===== src/rtl/iack_pkg.sv =====
package iack_pkg;
  localparam int N_CHAN      = 2;
  localparam int SRC_PER_CH  = 3;
  localparam int N_SRC       = N_CHAN * SRC_PER_CH;
  localparam int CODE_W      = 3;

  localparam int CTRL_VIS    = 0;
  localparam int CTRL_NV     = 1;
  localparam int CTRL_SWACK  = 5;
  localparam int CMD_RST_IUS = 0;

  typedef enum logic [1:0] {
    ADDR_VEC  = 2'd0,
    ADDR_CTRL = 2'd1,
    ADDR_CMD  = 2'd2,
    ADDR_RSVD = 2'd3
  } reg_addr_e;

  // source index -> {chan_a, type}; type 00 tx, 01 ext, 10 rx, 11 special rx
  function automatic logic [CODE_W-1:0] src_code(input int unsigned idx, input logic special);
    logic       chan_a;
    logic [1:0] low;
    chan_a = (idx < SRC_PER_CH);
    case (idx % SRC_PER_CH)
      0:       low = {1'b1, special};
      1:       low = 2'b00;
      default: low = 2'b01;
    endcase
    return {chan_a, low};
  endfunction
endpackage


===== src/rtl/iack_prio.sv =====
module iack_prio #(
  parameter int N = 6
) (
  input  logic [N-1:0] pend_i,
  input  logic [N-1:0] ius_i,
  output logic [N-1:0] grant_o,
  output logic [N-1:0] ius_top_o,
  output logic         any_o
);
  logic [N-1:0] blocked;
  logic [N-1:0] elig;
  logic [N-1:0] elig_seen;
  logic [N-1:0] ius_seen;

  // index 0 is highest priority
  for (genvar i = 0; i < N; i++) begin : g_chain
    if (i == 0) begin : g_head
      assign blocked[i]   = ius_i[i];
      assign elig_seen[i] = 1'b0;
      assign ius_seen[i]  = 1'b0;
    end else begin : g_tail
      assign blocked[i]   = blocked[i-1] | ius_i[i];
      assign elig_seen[i] = elig_seen[i-1] | elig[i-1];
      assign ius_seen[i]  = ius_seen[i-1] | ius_i[i-1];
    end
    assign elig[i]      = pend_i[i] & ~blocked[i];
    assign grant_o[i]   = elig[i] & ~elig_seen[i];
    assign ius_top_o[i] = ius_i[i] & ~ius_seen[i];
  end

  assign any_o = |elig;
endmodule


===== src/rtl/iack_ius.sv =====
module iack_ius #(
  parameter int N = 6
) (
  input  logic         clk_i,
  input  logic         rst_ni,
  input  logic [N-1:0] set_i,
  input  logic [N-1:0] clr_i,
  output logic [N-1:0] ius_o
);
  logic [N-1:0] ius_q;

  always_ff @(posedge clk_i or negedge rst_ni) begin
    if (!rst_ni) ius_q <= '0;
    else         ius_q <= (ius_q & ~clr_i) | set_i;
  end

  assign ius_o = ius_q;

  // one latch cleared per command
  a_r8_clear_single: assert property (@(posedge clk_i) disable iff (!rst_ni)
    $onehot0(clr_i));
  // one latch set per acknowledge
  a_r4_set_single: assert property (@(posedge clk_i) disable iff (!rst_ni)
    $onehot0(set_i));
endmodule


===== src/rtl/iack_regs.sv =====
module iack_regs
  import iack_pkg::*;
#(
  parameter int DATA_W   = 8,
  parameter int CODE_LSB = 1
) (
  input  logic              clk_i,
  input  logic              rst_ni,
  input  logic              wr_i,
  input  logic [1:0]        addr_i,
  input  logic              chan_i,
  input  logic [DATA_W-1:0] wdata_i,
  input  logic [CODE_W-1:0] code_i,
  input  logic              intack_i,
  input  logic              int_req_i,
  output logic [DATA_W-1:0] rdata_o,
  output logic [DATA_W-1:0] vec_o,
  output logic              vec_valid_o,
  output logic [DATA_W-1:0] ctrl_o
);
  logic [DATA_W-1:0] vec_q;
  logic [DATA_W-1:0] ctrl_q;
  logic [DATA_W-1:0] mod_vec;
  reg_addr_e         addr;

  assign addr = reg_addr_e'(addr_i);

  always_ff @(posedge clk_i or negedge rst_ni) begin
    if (!rst_ni) begin
      vec_q  <= '0;
      ctrl_q <= '0;
    end else if (wr_i) begin
      if (addr == ADDR_VEC)  vec_q  <= wdata_i;
      if (addr == ADDR_CTRL) ctrl_q <= wdata_i;
    end
  end

  always_comb begin
    mod_vec = vec_q;
    mod_vec[CODE_LSB +: CODE_W] = code_i;
  end

  always_comb begin
    unique case (addr)
      ADDR_VEC:  rdata_o = chan_i ? mod_vec : vec_q;
      ADDR_CTRL: rdata_o = ctrl_q;
      default:   rdata_o = '0;
    endcase
  end

  assign vec_o       = ctrl_q[CTRL_VIS] ? mod_vec : vec_q;
  assign vec_valid_o = intack_i & int_req_i & ~ctrl_q[CTRL_NV];
  assign ctrl_o      = ctrl_q;

  // channel A read never sees the code
  a_r6_chan_a_plain: assert property (@(posedge clk_i) disable iff (!rst_ni)
    (addr == ADDR_VEC && !chan_i) |-> rdata_o == vec_q);
endmodule


===== src/rtl/dual_chan_iack.sv =====
module dual_chan_iack
  import iack_pkg::*;
#(
  parameter int DATA_W   = 8,
  parameter int CODE_LSB = 1
) (
  input  logic              clk_i,
  input  logic              rst_ni,
  input  logic [5:0]        irq_req_i,
  input  logic [1:0]        spec_rx_i,
  input  logic              ien_i,
  output logic              ien_o,
  output logic              int_no,
  input  logic              intack_i,
  output logic [DATA_W-1:0] vec_o,
  output logic              vec_valid_o,
  input  logic              reg_wr_i,
  input  logic              reg_rd_i,
  input  logic [1:0]        reg_addr_i,
  input  logic              reg_chan_i,
  input  logic [DATA_W-1:0] reg_wdata_i,
  output logic [DATA_W-1:0] reg_rdata_o
);
  localparam int N = N_SRC;

  logic [N-1:0]        grant, ius_top, ius, set_v, clr_v;
  logic                any_elig, int_req, sw_ack, ack, clr_cmd;
  logic [CODE_W-1:0]   code;
  logic [CODE_W-1:0]   code_each [N];
  logic [DATA_W-1:0]   ctrl;

  iack_prio #(.N(N)) u_prio (
    .pend_i    (irq_req_i),
    .ius_i     (ius),
    .grant_o   (grant),
    .ius_top_o (ius_top),
    .any_o     (any_elig)
  );

  for (genvar i = 0; i < N; i++) begin : g_code
    assign code_each[i] = {CODE_W{grant[i]}} &
                          src_code(i, spec_rx_i[i / SRC_PER_CH]);
  end

  always_comb begin
    code = '0;
    for (int i = 0; i < N; i++) code = code | code_each[i];
  end

  assign int_req = ien_i & any_elig;
  assign int_no  = ~int_req;
  assign ien_o   = ien_i & ~(|ius);

  assign sw_ack  = reg_rd_i & (reg_addr_i == ADDR_VEC) & ctrl[CTRL_SWACK];
  assign ack     = (intack_i | sw_ack) & int_req;
  assign clr_cmd = reg_wr_i & (reg_addr_i == ADDR_CMD) & reg_wdata_i[CMD_RST_IUS];
  assign set_v   = ack ? grant : '0;
  assign clr_v   = clr_cmd ? ius_top : '0;

  iack_ius #(.N(N)) u_ius (
    .clk_i  (clk_i),
    .rst_ni (rst_ni),
    .set_i  (set_v),
    .clr_i  (clr_v),
    .ius_o  (ius)
  );

  iack_regs #(.DATA_W(DATA_W), .CODE_LSB(CODE_LSB)) u_regs (
    .clk_i       (clk_i),
    .rst_ni      (rst_ni),
    .wr_i        (reg_wr_i),
    .addr_i      (reg_addr_i),
    .chan_i      (reg_chan_i),
    .wdata_i     (reg_wdata_i),
    .code_i      (code),
    .intack_i    (intack_i),
    .int_req_i   (int_req),
    .rdata_o     (reg_rdata_o),
    .vec_o       (vec_o),
    .vec_valid_o (vec_valid_o),
    .ctrl_o      (ctrl)
  );

  // single winner
  a_r2_grant_onehot: assert property (@(posedge clk_i) disable iff (!rst_ni)
    $onehot0(grant));
  // acknowledge releases the interrupt unless requests or latches moved
  a_r5_ack_releases: assert property (@(posedge clk_i) disable iff (!rst_ni)
    (ack && !clr_cmd) |=> (int_no || irq_req_i != $past(irq_req_i)));
  // chain blocked right after an acknowledge
  a_r3_chain_blocked: assert property (@(posedge clk_i) disable iff (!rst_ni)
    ack |=> !ien_o);
  // a new latch only follows an acknowledge strobe or an enabled vector read
  a_r4_set_needs_ack: assert property (@(posedge clk_i) disable iff (!rst_ni)
    (|(ius & ~$past(ius))) |-> $past(intack_i || sw_ack));
  // nothing latches with the chain enable low
  a_r10_ien_low_no_set: assert property (@(posedge clk_i) disable iff (!rst_ni)
    !ien_i |=> (ius & ~$past(ius)) == '0);
  // clear command drops exactly one latch
  a_r8_drop_one: assert property (@(posedge clk_i) disable iff (!rst_ni)
    ($past(clr_v != '0) && !$past(ack)) |-> $countones(ius) + 1 == $countones($past(ius)));
endmodule


===== config.mk =====
export PLATFORM = sky130hd
export DESIGN_NAME = dual_chan_iack
export DESIGN_NICKNAME = d
export VERILOG_FILES = /design/src/rtl/iack_pkg.sv /design/src/rtl/iack_prio.sv /design/src/rtl/iack_ius.sv /design/src/rtl/iack_regs.sv /design/src/rtl/dual_chan_iack.sv
export SDC_FILE = /design/constraint.sdc
export NUM_CORES = 1
export LEC_CHECK = 0
export ABC_CLOCK_PERIOD_IN_PS = 1800
export BUFFER_PORTS_ARGS = -buffer_cell sky130_fd_sc_hd__buf_2
export CORE_ASPECT_RATIO = 0.9
export CORE_MARGIN = 4
export CORE_UTILIZATION = 30
export DETAILED_ROUTE_END_ITERATION = 10
export PLACE_DENSITY = 0.53
export SKIP_LAST_GASP = 1
export SLEW_MARGIN = 5
export SYNTH_ARGS = -nofsm -noshare
export SYNTH_HDL_FRONTEND = slang
export SYNTH_SLANG_ARGS = --single-unit

===== constraint.sdc =====
create_clock -name clk_i -period 1.8 [get_ports clk_i]
set_input_delay 0 -clock clk_i [delete_from_list [all_inputs] [get_ports clk_i]]
set_output_delay 0 -clock clk_i [all_outputs]
set_load 0.005 [all_outputs]

* After elaboration in Yosys (flattened, before gate mapping)
Cells that the tools add are included.
Storage, ports and cells: latch bits 0, bits in writable memories 0, ROM bits 0, register bits 22, word-level logic and storage cells 73, memories kept 0, output and inout bits 19
Operators by class: multipliers 0, bitwise gates (word level) 58, eq/ne operators 2, multiplexer cells 5, reductions and logical operators 5, add/sub/neg operators 0, magnitude comparators 0, shifts and indexed selects 0, divide/modulo/power cells 0
Operator list (count):
- $and A1 B1 Y1 | 25
- $pmux W8 S2 | 1
- $not A1 Y1 | 14
- $mux W6 | 2
- $reduce_or A6 Y1 | 2
- $or A1 B1 Y1 | 10
- $or A3 B3 Y3 | 3
- $mux W4 | 2
- $and A6 B6 Y6 | 1
- $not A6 Y6 | 1
- $or A6 B6 Y6 | 1
- $reduce_and A2 Y1 | 2
- $and A3 B2 Y3 | 1
- $and A3 B3 Y3 | 1
- $or A3 B1 Y3 | 1
- $eq A2 B1 Y1 const B | 1
- $eq A2 B2 Y1 const B | 1
- $logic_not A2 Y1 | 1

* Longest topological paths before layout
Gate-level depths: netlist (run 1).
word-level depth 12, gate-level depth with buffers 5, gate-level depth less buffers 4

* By module
A second synthesis (run 1) with hierarchy kept.
Second synthesis, totals: cell total of the unflattened synthesis 142, area total of the unflattened synthesis 1451.4 um^2
By module, submodules not included:
- iack_regs | cells an instance 66, instances 1, seq. area each 400.4 um^2, area an instance 855.8 um^2
- iack_ius | cells an instance 18, instances 1, seq. area each 150.1 um^2, area an instance 217.7 um^2
- dual_chan_iack | cells an instance 31, instances 1, seq. area each 0.0 um^2, area an instance 193.9 um^2
- iack_prio | cells an instance 27, instances 1, seq. area each 0.0 um^2, area an instance 183.9 um^2

* Worst setup path before layout (run 1)
No wires, ideal clock.
kind flip-flop to flip-flop, from register u_ius.ius_q[2] (netlist: u_ius.ius_o[2]), to register u_ius.ius_q[1] (netlist: u_ius.ius_o[1]), stages on the path, launching flop included 5, arrival time 1.516 ns, setup time 0.104 ns, path slack 0.181 ns, data required time 1.696 ns, path buffers 0, cell sequence dfrtp_1 > or4_4 > a211oi_2 > nor3_1 > o41ai_2
Between the ends: cells in the longest elaborated chain, start to end 11, elaborated cells between the ends (all ways) 17, those cells by class mux (1); bitwise (15); reduce/logical (1)
RTL lines:
- start: declaration | line iack_ius.sv:10 | logic [N-1:0] ius_q;
- start signal: assignment | line iack_ius.sv:14 | else ius_q <= (ius_q & ~clr_i) | set_i;
- $or A1 B1 Y1 (*) | line iack_prio.sv:22 | assign blocked[i] = blocked[i-1] | ius_i[i];
- $or A1 B1 Y1 (3 in series) | line iack_prio.sv:22
- $not A1 Y1 | line iack_prio.sv:26 | assign elig[i] = pend_i[i] & ~blocked[i];
- $and A1 B1 Y1 | line iack_prio.sv:26
- $reduce_or A6 Y1 (*) | line iack_prio.sv:31 | assign any_o = |elig;
- $and A1 B1 Y1 (*) | line dual_chan_iack.sv:50 | assign int_req = ien_i & any_elig;
- $and A1 B1 Y1 (*) | line dual_chan_iack.sv:55 | assign ack = (intack_i | sw_ack) & int_req;
- $mux W6 (*) | line dual_chan_iack.sv:57 | assign set_v = ack ? grant : '0;
- $or A6 B6 Y6 (*) | line iack_ius.sv:14
Every way passes the cells marked *; elsewhere a longest branch is shown, timed or not. A chain may end at the register's enable or synchronous reset.

* Worst setup path in the final report (run 1)
from register u_ius.ius_q[3] (netlist: u_ius.ius_o[3]), to output vec_valid_o
Between the ends: cells in the longest elaborated chain, start to end 9, elaborated cells between the ends (all ways) 13, those cells by class bitwise (12); reduce/logical (1)
RTL lines:
- $or A1 B1 Y1 (*) | line iack_prio.sv:22
- $or A1 B1 Y1 (2 in series) | line iack_prio.sv:22
- $not A1 Y1 | line iack_prio.sv:26
- $and A1 B1 Y1 | line iack_prio.sv:26
- $reduce_or A6 Y1 (*) | line iack_prio.sv:31
- $and A1 B1 Y1 (*) | line dual_chan_iack.sv:50
- $and A1 B1 Y1 (*) (2 in series) | line iack_regs.sv:52 | assign vec_valid_o = intack_i & int_req_i & ~ctrl_q[CTRL_NV];
- end: declaration | line dual_chan_iack.sv:16 | output logic vec_valid_o,
Marked as above.

==> results.txt, run 1 <==
Sequential element share of the synthesized area -> 0.4268
Row count -> 22
Final number of setup-violating endpoints -> 3
Fraction of final layout cells sized beyond drive strength 1 -> 0.5156
Total vias in the final route -> 1211
Highest attainable clock frequency -> 520.7 MHz
Layout Utilization -> 0.4582
Remaining global-route overflow -> 0
Average instance area after synthesis -> 10.08 µm²
# placed instances -> 218
Count of final max-slew check failures -> 0
Later-pin clock latency in the skew report -> 260 ps
Maximum vdd drop -> 0.3648 mV
Minimum clock period after layout -> 1921 ps
Design Power -> 1.995 mW
Sink Count -> 22
Post-Syn Nets -> 153
Length in cells of the worst reg-to-reg path -> 6
Internal reg-to-reg setup slack -> 10 ps
Post-synthesis cell area -> 0.001290 mm²
Skew final -> 1.523 ps
Global-route wire length before repair -> 6182 µm
RSZ-0062 raised after global routing -> true
Diodes inserted -> 0
Via count of the first global-routing pass -> 1265
Layout Cells excl Fill -> 240
Crit Reg-Reg Startpoint -> u_ius.ius_o[3]$_DFF_PN0_
Post-placement cell area -> 0.001569 mm²
Clock slew seen by the registers of the worst setup and hold paths -> 80 ps
WS Path Type -> reg -> out
Number of DRC violations after detailed routing -> 0
TritonCTS clock tree -> built
IO Port Bufs -> 43
Global routing's busiest layer -> met2
M1 GR Usage -> 0.1791
Core area -> 0.004101 mm²
Sum of negative setup slack -> -296.4 ps
Number of buffers created by CTS -> 3
Critical-path maximum fanout -> 4
Maximum number of pins on one net before global-route repair -> 23
Distinct cell type count after synthesis -> 35
Filler cells -> 397
Crit path capture type -> output pin
Die Span X -> 77.12 µm
Clock H-tree levels -> 1
Number of I/O pins -> 44
Clk buf depth -> 2
Slew Limit Headroom -> 0.4387
Most common cell after layout, fill and taps aside -> buf_2
Post-Layout Inst Area -> 0.001879 mm²
HPWL after DPL -> 2720 µm
Number of search-and-repair iterations in the first detailed-routing pass -> 4
Met3 Usage GRT -> 0.01418
Worst Slack Setup Final -> -120.6 ps
Count of synthesis-stage warnings from yosys -> 0
Slew @ Worst Pin -> 833.1 ps
Final clock period utilization by the worst path -> 1.067
Violated checks -> negative setup slack
Initial drt markers -> 48
Count of maximum capacitance violations -> 0
Final hold slack -> 8.092 ps
Arr. time, crit path -> 1920 ps
Leakage Power -> 0.8737 nW
Antenna violation net count after detailed routing -> 0
Number of antenna violations at the first check in global routing -> 0
Total detailed-routing wirelength -> 3647 µm
Overall die area -> 0.005415 mm²
Worst setup path end -> vec_valid_o
Worst Hold Class -> in -> reg
Vertical die dimension -> 70.21 µm
FF-to-FF End -> u_ius.ius_o[1]$_DFF_PN0_
Data required time at the worst endpoint -> 1800 ps
Count of nets after finishing -> 218
Count of final hold-check violations -> 0
Layout-stage area growth over the synthesis result -> 45.68%
Met2 global-route usage -> 0.2454
Root cell of the clock tree -> clkbuf_8
Most frequent cells in the layout -> buf_2, dfrtp_1, mux2_2
Number of flip-flops and latches in the synthesized netlist -> 22
Startpoint of the worst setup timing path -> u_ius.ius_o[3]$_DFF_PN0_
Number of cells produced by synthesis -> 128
Run status -> finished with violations
Final weighted congestion in routability-driven placement -> 0.8829
Worst-case setup slack after placement -> 30.22 ps
Starting utilization of the core area -> 0.3145
Nature of the critical path startpoint -> flop
Wire length per cell -> 15.20 µm
Overall routing resource usage -> 0.1390
Detailed-route vias per instance -> 5.046
Power density cells -> 1062 mW/mm²
Yosys cell counts:
cell / number / area (µm²)
mux2_2: 17 / 191.4
a221oi_1: 1 / 8.760
nand2b_1: 5 / 31.28
nor4b_1: 1 / 8.760
a211oi_2: 1 / 12.51
o41ai_1: 3 / 26.28
buf_1: 1 / 3.750
nor3b_1: 2 / 15.01
or4_4: 1 / 11.26
a31oi_1: 2 / 12.51
or3b_2: 1 / 8.760
o31ai_1: 2 / 15.01
inv_1: 5 / 18.77
nand2_1: 7 / 26.28
nor2_1: 14 / 52.55
a22o_1: 1 / 8.760
mux2i_1: 5 / 50.05
o41ai_2: 1 / 16.27
and3_1: 1 / 6.260
nor2b_1: 2 / 12.51
o211ai_1: 1 / 7.510
a21oi_1: 3 / 15.01
nand3_1: 1 / 5.000
buf_4: 5 / 37.54
nor3_1: 4 / 20.02
nand4b_1: 1 / 8.760
nor3b_2: 1 / 12.51
or2_2: 1 / 6.260
or3_1: 1 / 6.260
o21ai_0: 8 / 40.04
a211oi_1: 2 / 15.01
clkbuf_1: 2 / 7.510
dfrtp_1: 22 / 550.5
and2b_1: 2 / 15.01
nor4_1: 1 / 6.260
layout make-up:
| class | instances | area [µm²] | share of cell area |
|---|---|---|---|
| multi-input combinational | 93 | 750.7 | 0.3995 |
| sequential | 22 | 551.8 | 0.2936 |
| timing repair buffer | 68 | 426.7 | 0.2270 |
| tap | 48 | 60.06 | 0.03196 |
| clock buffer | 3 | 41.29 | 0.02197 |
| clock inverter | 1 | 30.03 | 0.01598 |
| inverter | 5 | 18.77 | 0.009987 |
critical path: stages, from the launching register on:
cell and delay [ps]:
dfrtp_1 390, or4_4 590, nor2_4 170, buf_4 130, o31ai_2 90, nor3b_2 170
buf_2 130
where the power goes:
part	switching (mW)	total [mW]	internal [mW]
clock network	0.162	0.459	0.297
registers	0.104	0.718	0.614
logic	0.370	0.818	0.448
total	0.636	1.99	1.36
per-layer routing:
layer  wire length (µm)  vias up
met1               1575      602
met4                 31        0
met3                 47        4
met5                  0        -
met2               1992       17
li1                   -      588
flip-flops by register name (all words and copies together) (netlist names):
| register | flops |
|---|---|
| u_ius.ius_o | 6 |
| u_regs.ctrl_o | 8 |
| u_regs.vec_q | 8 |
how the worst min path moves through the flow:
stage	slack [ps]	depth (start not counted)	start	to
3_3_place_gp	-9	1	rst_ni	u_regs.ctrl_o[6]$_DFFE_PN0P_
3_5_place_dp	9	1	rst_ni	u_regs.vec_q[6]$_DFFE_PN0P_
6_report	8	2	reg_wdata_i[0]	u_regs.vec_q[0]$_DFFE_PN0P_
5_1_grt	1	2	reg_wdata_i[0]	u_regs.ctrl_o[0]$_DFFE_PN0P_
2_1_floorplan	-300	0	rst_ni	u_ius.ius_o[0]$_DFF_PN0_
4_1_cts	3	2	irq_req_i[0]	u_ius.ius_o[1]$_DFF_PN0_
kinds of logic (layout without fill, tap and decap cells):
logic type | Yosys count | count (layout) | share of synthesized area
AOI/OAI and AO/OA | 25 | 25 | 0.1377
buffers and inverters | 13 | 77 | 0.05238
DFF | 22 | 22 | 0.4268
muxes | 22 | 22 | 0.1872
and+or+nand+nor | 46 | 46 | 0.1959
what timing repair did:
item | in CTS | in global routing
setup endpoints to repair | 7 | 8
setup buffers | 4 | 6
endpoints found under the hold margin | 35 | 0
pin swaps | 6 | 10
hold buffers | 8 | 0
gates resized for setup | 9 | 8
Power figures use the tool's default switching activity.
==> run 2, diff against run 1 <==
--- a/config.mk
+++ b/config.mk
@@ -7,13 +7,15 @@
 export LEC_CHECK = 0
 export ABC_CLOCK_PERIOD_IN_PS = 1800
 export BUFFER_PORTS_ARGS = -buffer_cell sky130_fd_sc_hd__buf_2
+export CAP_MARGIN = 20
 export CORE_ASPECT_RATIO = 0.9
 export CORE_MARGIN = 4
 export CORE_UTILIZATION = 30
 export DETAILED_ROUTE_END_ITERATION = 10
-export PLACE_DENSITY = 0.53
+export PLACE_DENSITY = 0.52
 export SKIP_LAST_GASP = 1
 export SLEW_MARGIN = 5
 export SYNTH_ARGS = -nofsm -noshare
 export SYNTH_HDL_FRONTEND = slang
+export SYNTH_HIERARCHICAL = 1
 export SYNTH_SLANG_ARGS = --single-unit
==> run 2 against run 1 <==
The flow still finishes with violations (negative setup slack); die area up 11%; clock power up 2%; sequential share of layout area down 2.3 points; critical path type unchanged.
==> results.txt, run 2 <==
CP top delay family -> simple AND/OR/NAND/NOR gates
Number of DRC violations after detailed routing -> 0
Layout-stage area growth over the synthesis result -> 40.60%
Worst setup path end -> vec_o[2]
Data required time at the worst endpoint -> 1800 ps
Number of stages on the worst setup path -> 7
Row count -> 23
Sequential element share of the synthesized area -> 0.3793
Minimum clock period after layout -> 2024 ps
Wire length per cell -> 14.18 µm
Global-route wire length before repair -> 6313 µm
Clock H-tree levels -> 1
Initial drt markers -> 48
Slew @ Worst Pin -> 529.8 ps
Final weighted congestion in routability-driven placement -> 0.7917
Post-Syn Nets -> 167
Skew final -> 5.718 ps
Filler cells -> 446
Total vias in the final route -> 1285
Run status -> finished with violations
Worst-path cell chain -> nand2b_4 > a221oi_4 > buf_4 > nor2_2 > or2_2 > mux2_2 > buf_2
Root cell of the clock tree -> clkbuf_8
Number of antenna violations at the first check in global routing -> 0
Switching power of the nets -> 733.7 µW
Final clock period utilization by the worst path -> 1.125
Most frequent cells in the layout -> buf_2, dfrtp_1, mux2_2
Worst Hold Class -> in -> reg
Most common cell after layout, fill and taps aside -> buf_2
Area taken by multi-input logic gates -> 854.6 µm²
HPWL after DPL -> 2770 µm
Average instance area after synthesis -> 10.22 µm²
Register area -> 553.0 µm²
Core area -> 0.004576 mm²
Post-synthesis cell area -> 0.001451 mm²
Nature of the critical path startpoint -> flop
Count of final max-slew check failures -> 0
Sink Count -> 22
FF-to-FF End -> u_ius/ius_o[4]$_DFF_PN0_
Number of buffers created by CTS -> 3
Count of nets after finishing -> 233
Maximum vdd drop -> 0.4445 mV
Post-synthesis cell type with the largest combined area -> dfrtp_1
Total detailed-routing wirelength -> 3814 µm
Overall die area -> 0.006016 mm²
Synth area leaders -> dfrtp_1, mux2_2, mux2i_1
Sum of negative setup slack -> -1135 ps
Crit Reg-Reg Startpoint -> u_ius/ius_o[1]$_DFF_PN0_
Violated checks -> negative setup slack
Distinct cell type count after synthesis -> 31
Leakage Power -> 0.9760 nW
Internal -> 1.552 mW
Post-Layout Inst Area -> 0.002041 mm²
TritonCTS clock tree -> built
Final number of setup-violating endpoints -> 6
Length in cells of the worst reg-to-reg path -> 8
Detailed-route vias per instance -> 4.777
Most common cell in the netlist -> dfrtp_1
Fraction of final layout cells sized beyond drive strength 1 -> 0.5024
Starting utilization of the core area -> 0.3172
Overall routing resource usage -> 0.1352
Count of buffering cells on the critical path with inverters included -> 2
Later-pin clock latency in the skew report -> 270 ps
Die Span X -> 81.32 µm
Layout Cells excl Fill -> 269
Count of synthesis-stage warnings from yosys -> 6
Proportion of register bits with asynchronous set or reset after synthesis -> 1.000
Synth cell count leaders -> dfrtp_1, mux2_2, nor2_1, inv_1
Comb pwr share -> 0.467
Maximum number of pins on one net before global-route repair -> 23
Area share of the largest cell type after synthesis -> 0.3793
Highest attainable clock frequency -> 494.0 MHz
Clk buf depth -> 2
Max stage delay cell, worst path -> dfrtp_1
Number of flip-flops and latches in the synthesized netlist -> 22
Slew Limit Headroom -> 0.6464
Arr. time, crit path -> 2020 ps
Vertical die dimension -> 73.99 µm
Startpoint of the worst setup timing path -> u_ius/ius_o[2]$_DFF_PN0_
Part of the total power dissipated in sequential elements -> 0.329
Count of maximum capacitance violations -> 0
Crit path capture type -> output pin
Via count of the first global-routing pass -> 1346
Antenna violation net count after detailed routing -> 0
RSZ-0062 raised after global routing -> true
# placed instances -> 248
Power density cells -> 1120 mW/mm²
Leading register cell type out of synthesis -> dfrtp_1
Critical-path maximum fanout -> 3
Max stage delay on crit path -> 390 ps
Switching Fraction -> 0.3209
IO Port Bufs -> 43
Clock slew seen by the registers of the worst setup and hold paths -> 90 ps
Internal reg-to-reg setup slack -> 70 ps
Post-placement cell area -> 0.001744 mm²
Number of cells produced by synthesis -> 142
Worst Slack Setup Final -> -224.3 ps
Post-synth EDFFs -> 0
WS Path Type -> reg -> out
Number of I/O pins -> 44
Count of final hold-check violations -> 0
Portion of total power attributed to the clock network -> 0.205
Layout Utilization -> 0.4460
Diodes inserted -> 0
Remaining global-route overflow -> 0
Number of search-and-repair iterations in the first detailed-routing pass -> 4
run 2: area by class of cell:
type | count | share of cell area
clock inverters | 1 | 0.01471
well taps | 62 | 0.03801
inverters | 12 | 0.02207
clock buffers | 3 | 0.02023
flip-flops and latches | 22 | 0.2710
multi-input cells | 100 | 0.4188
repair buffers | 69 | 0.2152
run 2: layer usage:
metal | global-route usage | share of wire | up-vias
met5 | 0 | 0 | -
met4 | 0.04878 | 0.016 | 0
met3 | 0.02542 | 0.053 | 7
met2 | 0.2306 | 0.50 | 41
met1 | 0.1711 | 0.43 | 618
li1 | - | - | 619
run 2: kinds of logic (layout without fill, tap and decap cells):
family,count (synthesis),count (layout),synth area share
compound gates,18,18,0.08448
buf+inv,20,85,0.07758
flops,22,22,0.3793
mux,27,27,0.2026
simple gates,55,55,0.2560
run 2: stage by stage:
step | worst slack (ps) | hold WS (ps) | total power, mW
6_report | -224.3 | 160.7 | 2.286
5_1_grt | -325.6 | 190.7 | 2.434
4_1_cts | -208.2 | 172.0 | 2.212
3_5_place_dp | -32.45 | 10.69 | 1.553
3_3_place_gp | 12.32 | 5.302 | 1.530
2_1_floorplan | 59.28 | -295.6 | 1.235
run 2: worst register-to-register path: cells and delay by family (launching register included):
kind / cells / cell delay, ps
and+or+nand+nor: 4 / 760
DFF: 1 / 460
buffers and inverters: 2 / 280
AOI/OAI and AO/OA: 2 / 200
run 2: worst min-delay path by stage:
stage	from	to	slack (ps)	cells past startpoint
global route	intack_i	u_ius/ius_o[4]$_DFF_PN0_	190	4
finish	intack_i	u_ius/ius_o[4]$_DFF_PN0_	160	4
detailed placement	rst_ni	u_ius/ius_o[4]$_DFF_PN0_	10	1
floorplan	rst_ni	u_ius/ius_o[0]$_DFF_PN0_	-300	0
CTS	intack_i	u_ius/ius_o[4]$_DFF_PN0_	170	4
global placement	rst_ni	u_ius/ius_o[4]$_DFF_PN0_	5	1
run 2: power by group through the flow:
stage	Combinational, mW	Clock, mW	Sequential (mW)
finish	1.07	0.468	0.751
global route	1.16	0.499	0.774
CTS	0.978	0.486	0.748
detailed placement	0.797	0	0.757
global placement	0.780	0	0.750
floorplan	0.478	0	0.758
run 2: what timing repair did:
action                     CTS  global route
setup endpoints to repair    8            14
buffers inserted             7             1
pin swaps                    9             1
resized for setup            9             8
hold endpoints to repair    38             0
hold buffers                 9             0
cloned                       0             0
==> run 3, diff against run 2 <==
--- a/config.mk
+++ b/config.mk
@@ -6,13 +6,13 @@
 export NUM_CORES = 1
 export LEC_CHECK = 0
 export ABC_CLOCK_PERIOD_IN_PS = 1800
-export BUFFER_PORTS_ARGS = -buffer_cell sky130_fd_sc_hd__buf_2
 export CAP_MARGIN = 20
 export CORE_ASPECT_RATIO = 0.9
 export CORE_MARGIN = 4
 export CORE_UTILIZATION = 30
 export DETAILED_ROUTE_END_ITERATION = 10
-export PLACE_DENSITY = 0.52
+export DONT_BUFFER_PORTS = 1
+export SETUP_SLACK_MARGIN = 0.4
 export SKIP_LAST_GASP = 1
 export SLEW_MARGIN = 5
 export SYNTH_ARGS = -nofsm -noshare
==> run 3 against run 2 <==
The flow still finishes with violations (negative setup slack); total power is 9.7% lower; setup slack better by 120 ps; sequential share of layout area is 2.8 points higher; routed wire length is 3.1% lower; flip-flop and latch count stayed put; core utilization is 4.0 points lower; clock power is 26% lower; first-iteration DRC count is 63% higher.
==> results.txt, run 3 (synthesis gave the netlist of run 2 again) <==
Die Span X -> 81.32 µm
Crit path capture type -> output pin
Clk buf depth -> 2
Skew final -> 0.4484 ps
Clock H-tree levels -> 1
Number of I/O pins -> 44
Switching power of the nets -> 701.8 µW
Sum of negative setup slack -> -411.4 ps
Detailed-route vias per instance -> 5.018
Data required time at the worst endpoint -> 1800 ps
Remaining global-route overflow -> 0
Via count of the first global-routing pass -> 1236
Number of antenna violations at the first check in global routing -> 0
Startpoint of the worst setup timing path -> u_ius/ius_o[2]$_DFF_PN0_
Clock slew seen by the registers of the worst setup and hold paths -> 80 ps
Starting utilization of the core area -> 0.3172
Later-pin clock latency in the skew report -> 260 ps
Initial drt markers -> 78
Count of buffering cells on the critical path with inverters included -> 0
Number of search-and-repair iterations in the first detailed-routing pass -> 4
Worst-path cell chain -> nand2b_4 > a221oi_4 > and4bb_2 > a211oi_2 > nand2_1 > mux2i_1 > a211oi_2
Portion of total power attributed to the clock network -> 0.169
Overall routing resource usage -> 0.1278
Run status -> finished with violations
Worst Hold Class -> in -> reg
CP top delay family -> simple AND/OR/NAND/NOR gates
Max stage delay on crit path -> 440 ps
Final clock period utilization by the worst path -> 1.056
Slew Limit Headroom -> 0.6648
Count of nets after finishing -> 189
Leakage Power -> 0.8030 nW
Part of the total power dissipated in sequential elements -> 0.379
Count of final max-slew check failures -> 0
Vertical die dimension -> 73.99 µm
Number of DRC violations after detailed routing -> 0
Minimum clock period after layout -> 1900 ps
Antenna violation net count after detailed routing -> 0
Highest attainable clock frequency -> 526.3 MHz
Length in cells of the worst reg-to-reg path -> 10
Area taken by multi-input logic gates -> 898.4 µm²
Worst Min Path Start -> ien_i
Final weighted congestion in routability-driven placement -> 0.8322
IO Port Bufs -> 0
Number of instances on the worst hold path -> 3
Total vias in the final route -> 1129
Diodes inserted -> 0
Register area -> 554.3 µm²
Crit Reg-Reg Startpoint -> u_ius/ius_o[2]$_DFF_PN0_
Total detailed-routing wirelength -> 3696 µm
Most repeated library cell on the critical path -> a211oi_2
Overall die area -> 0.006016 mm²
Final number of setup-violating endpoints -> 6
Most frequent cells in the layout -> dfrtp_1, mux2_2, buf_4
Number of buffers created by CTS -> 3
Global-route wire length before repair -> 5961 µm
Worst Slack Setup Final -> -100.2 ps
Power density cells -> 1113 mW/mm²
Internal -> 1.363 mW
Worst-case setup slack after placement -> 67.36 ps
Root cell of the clock tree -> clkbuf_8
RSZ-0062 raised after global routing -> true
HPWL after DPL -> 2637 µm
Row count -> 23
WS Path Type -> reg -> out
Number of stages on the worst setup path -> 7
Maximum vdd drop -> 0.5892 mV
Count of maximum capacitance violations -> 0
Arr. time, crit path -> 1900 ps
Switching Fraction -> 0.3399
Core area -> 0.004576 mm²
TritonCTS clock tree -> built
Sink Count -> 22
Critical-path maximum fanout -> 4
Slew @ Worst Pin -> 502.2 ps
Max stage delay cell, worst path -> dfrtp_2
Nature of the critical path startpoint -> flop
Maximum number of pins on one net before global-route repair -> 23
Fraction of final layout cells sized beyond drive strength 1 -> 0.3988
Most common cell after layout, fill and taps aside -> dfrtp_1
Count of final hold-check violations -> 0
Wire length per cell -> 16.43 µm
Layout-stage area growth over the synthesis result -> 27.84%
Filler cells -> 443
Comb pwr share -> 0.452
Violated checks -> negative setup slack
==> run 3: worst paths after layout <==
kind | slack (ps) | to
hold reg to reg | 520 | u_regs/ctrl_o[7]$_DFFE_PN0P_
hold / removal | 20 | u_ius/ius_o[2]$_DFF_PN0_
setup reg to reg | -30 | u_ius/ius_o[3]$_DFF_PN0_
max in group asynchronous | 1340 | u_ius/ius_o[1]$_DFF_PN0_
min in group asynchronous | 40 | u_regs/vec_q[6]$_DFFE_PN0P_
setup / recovery | -100 | reg_rdata_o[1]
==> run 3: per-layer routing <==
| layer | wire length, µm | GRT usage | vias up |
|---|---|---|---|
| met1 | 1509 | 0.1621 | 553 |
| li1 | - | - | 537 |
| met4 | 9 | 0.02251 | 0 |
| met3 | 348 | 0.03753 | 2 |
| met5 | 0 | 0 | - |
| met2 | 1829 | 0.2188 | 37 |
==> run 3: power groups by stage <==
| stage | Combinational, mW | Clock [mW] | Sequential (mW) |
|---|---|---|---|
| finish | 0.934 | 0.348 | 0.782 |
| CTS | 0.869 | 0.362 | 0.781 |
| global placement | 0.560 | 0 | 0.814 |
| global route | 1.02 | 0.388 | 0.805 |
| detailed placement | 0.576 | 0 | 0.829 |
| floorplan | 0.529 | 0 | 0.777 |
==> run 3: area by class of cell <==
cell class              instances  area share
clock buffers                   4     0.02967
inverters                      12     0.02428
repair buffers                 25      0.1214
well taps                      62     0.04181
flip-flops and latches         22      0.2987
multi-input cells             100      0.4842
==> run 3: metrics by stage <==
stage / utilization / power (mW) / hold WS, ps / area, µm² / cells
detailed placement: 0.3333 / 1.404 / -294.9 / 1525 / 197
global route: 0.4055 / 2.215 / 19.95 / 1856 / 225
floorplan: - / 1.306 / -295.6 / 1508 / 142
CTS: 0.3946 / 2.012 / 14.28 / 1805 / 223
global placement: 0.3333 / 1.373 / -294.9 / 1525 / 197
finish: 0.4055 / 2.065 / 17.59 / 1856 / 225
==> run 3: tightest hold or removal path: cells and delay by family <==
| family | cells | cell delay (ps) |
|---|---|---|
| AOI/OAI and AO/OA | 2 | 180 |
| and+or+nand+nor | 1 | 60 |
==> run 3: repair_timing <==
item | 4_1_cts | 5_1_grt
gates resized for setup | 10 | 6
pin swaps | 9 | 2
hold endpoints to repair | 38 | 0
setup buffers | 13 | 1
gates cloned | 0 | 0
hold buffers | 9 | 0
setup endpoints to repair | 14 | 15
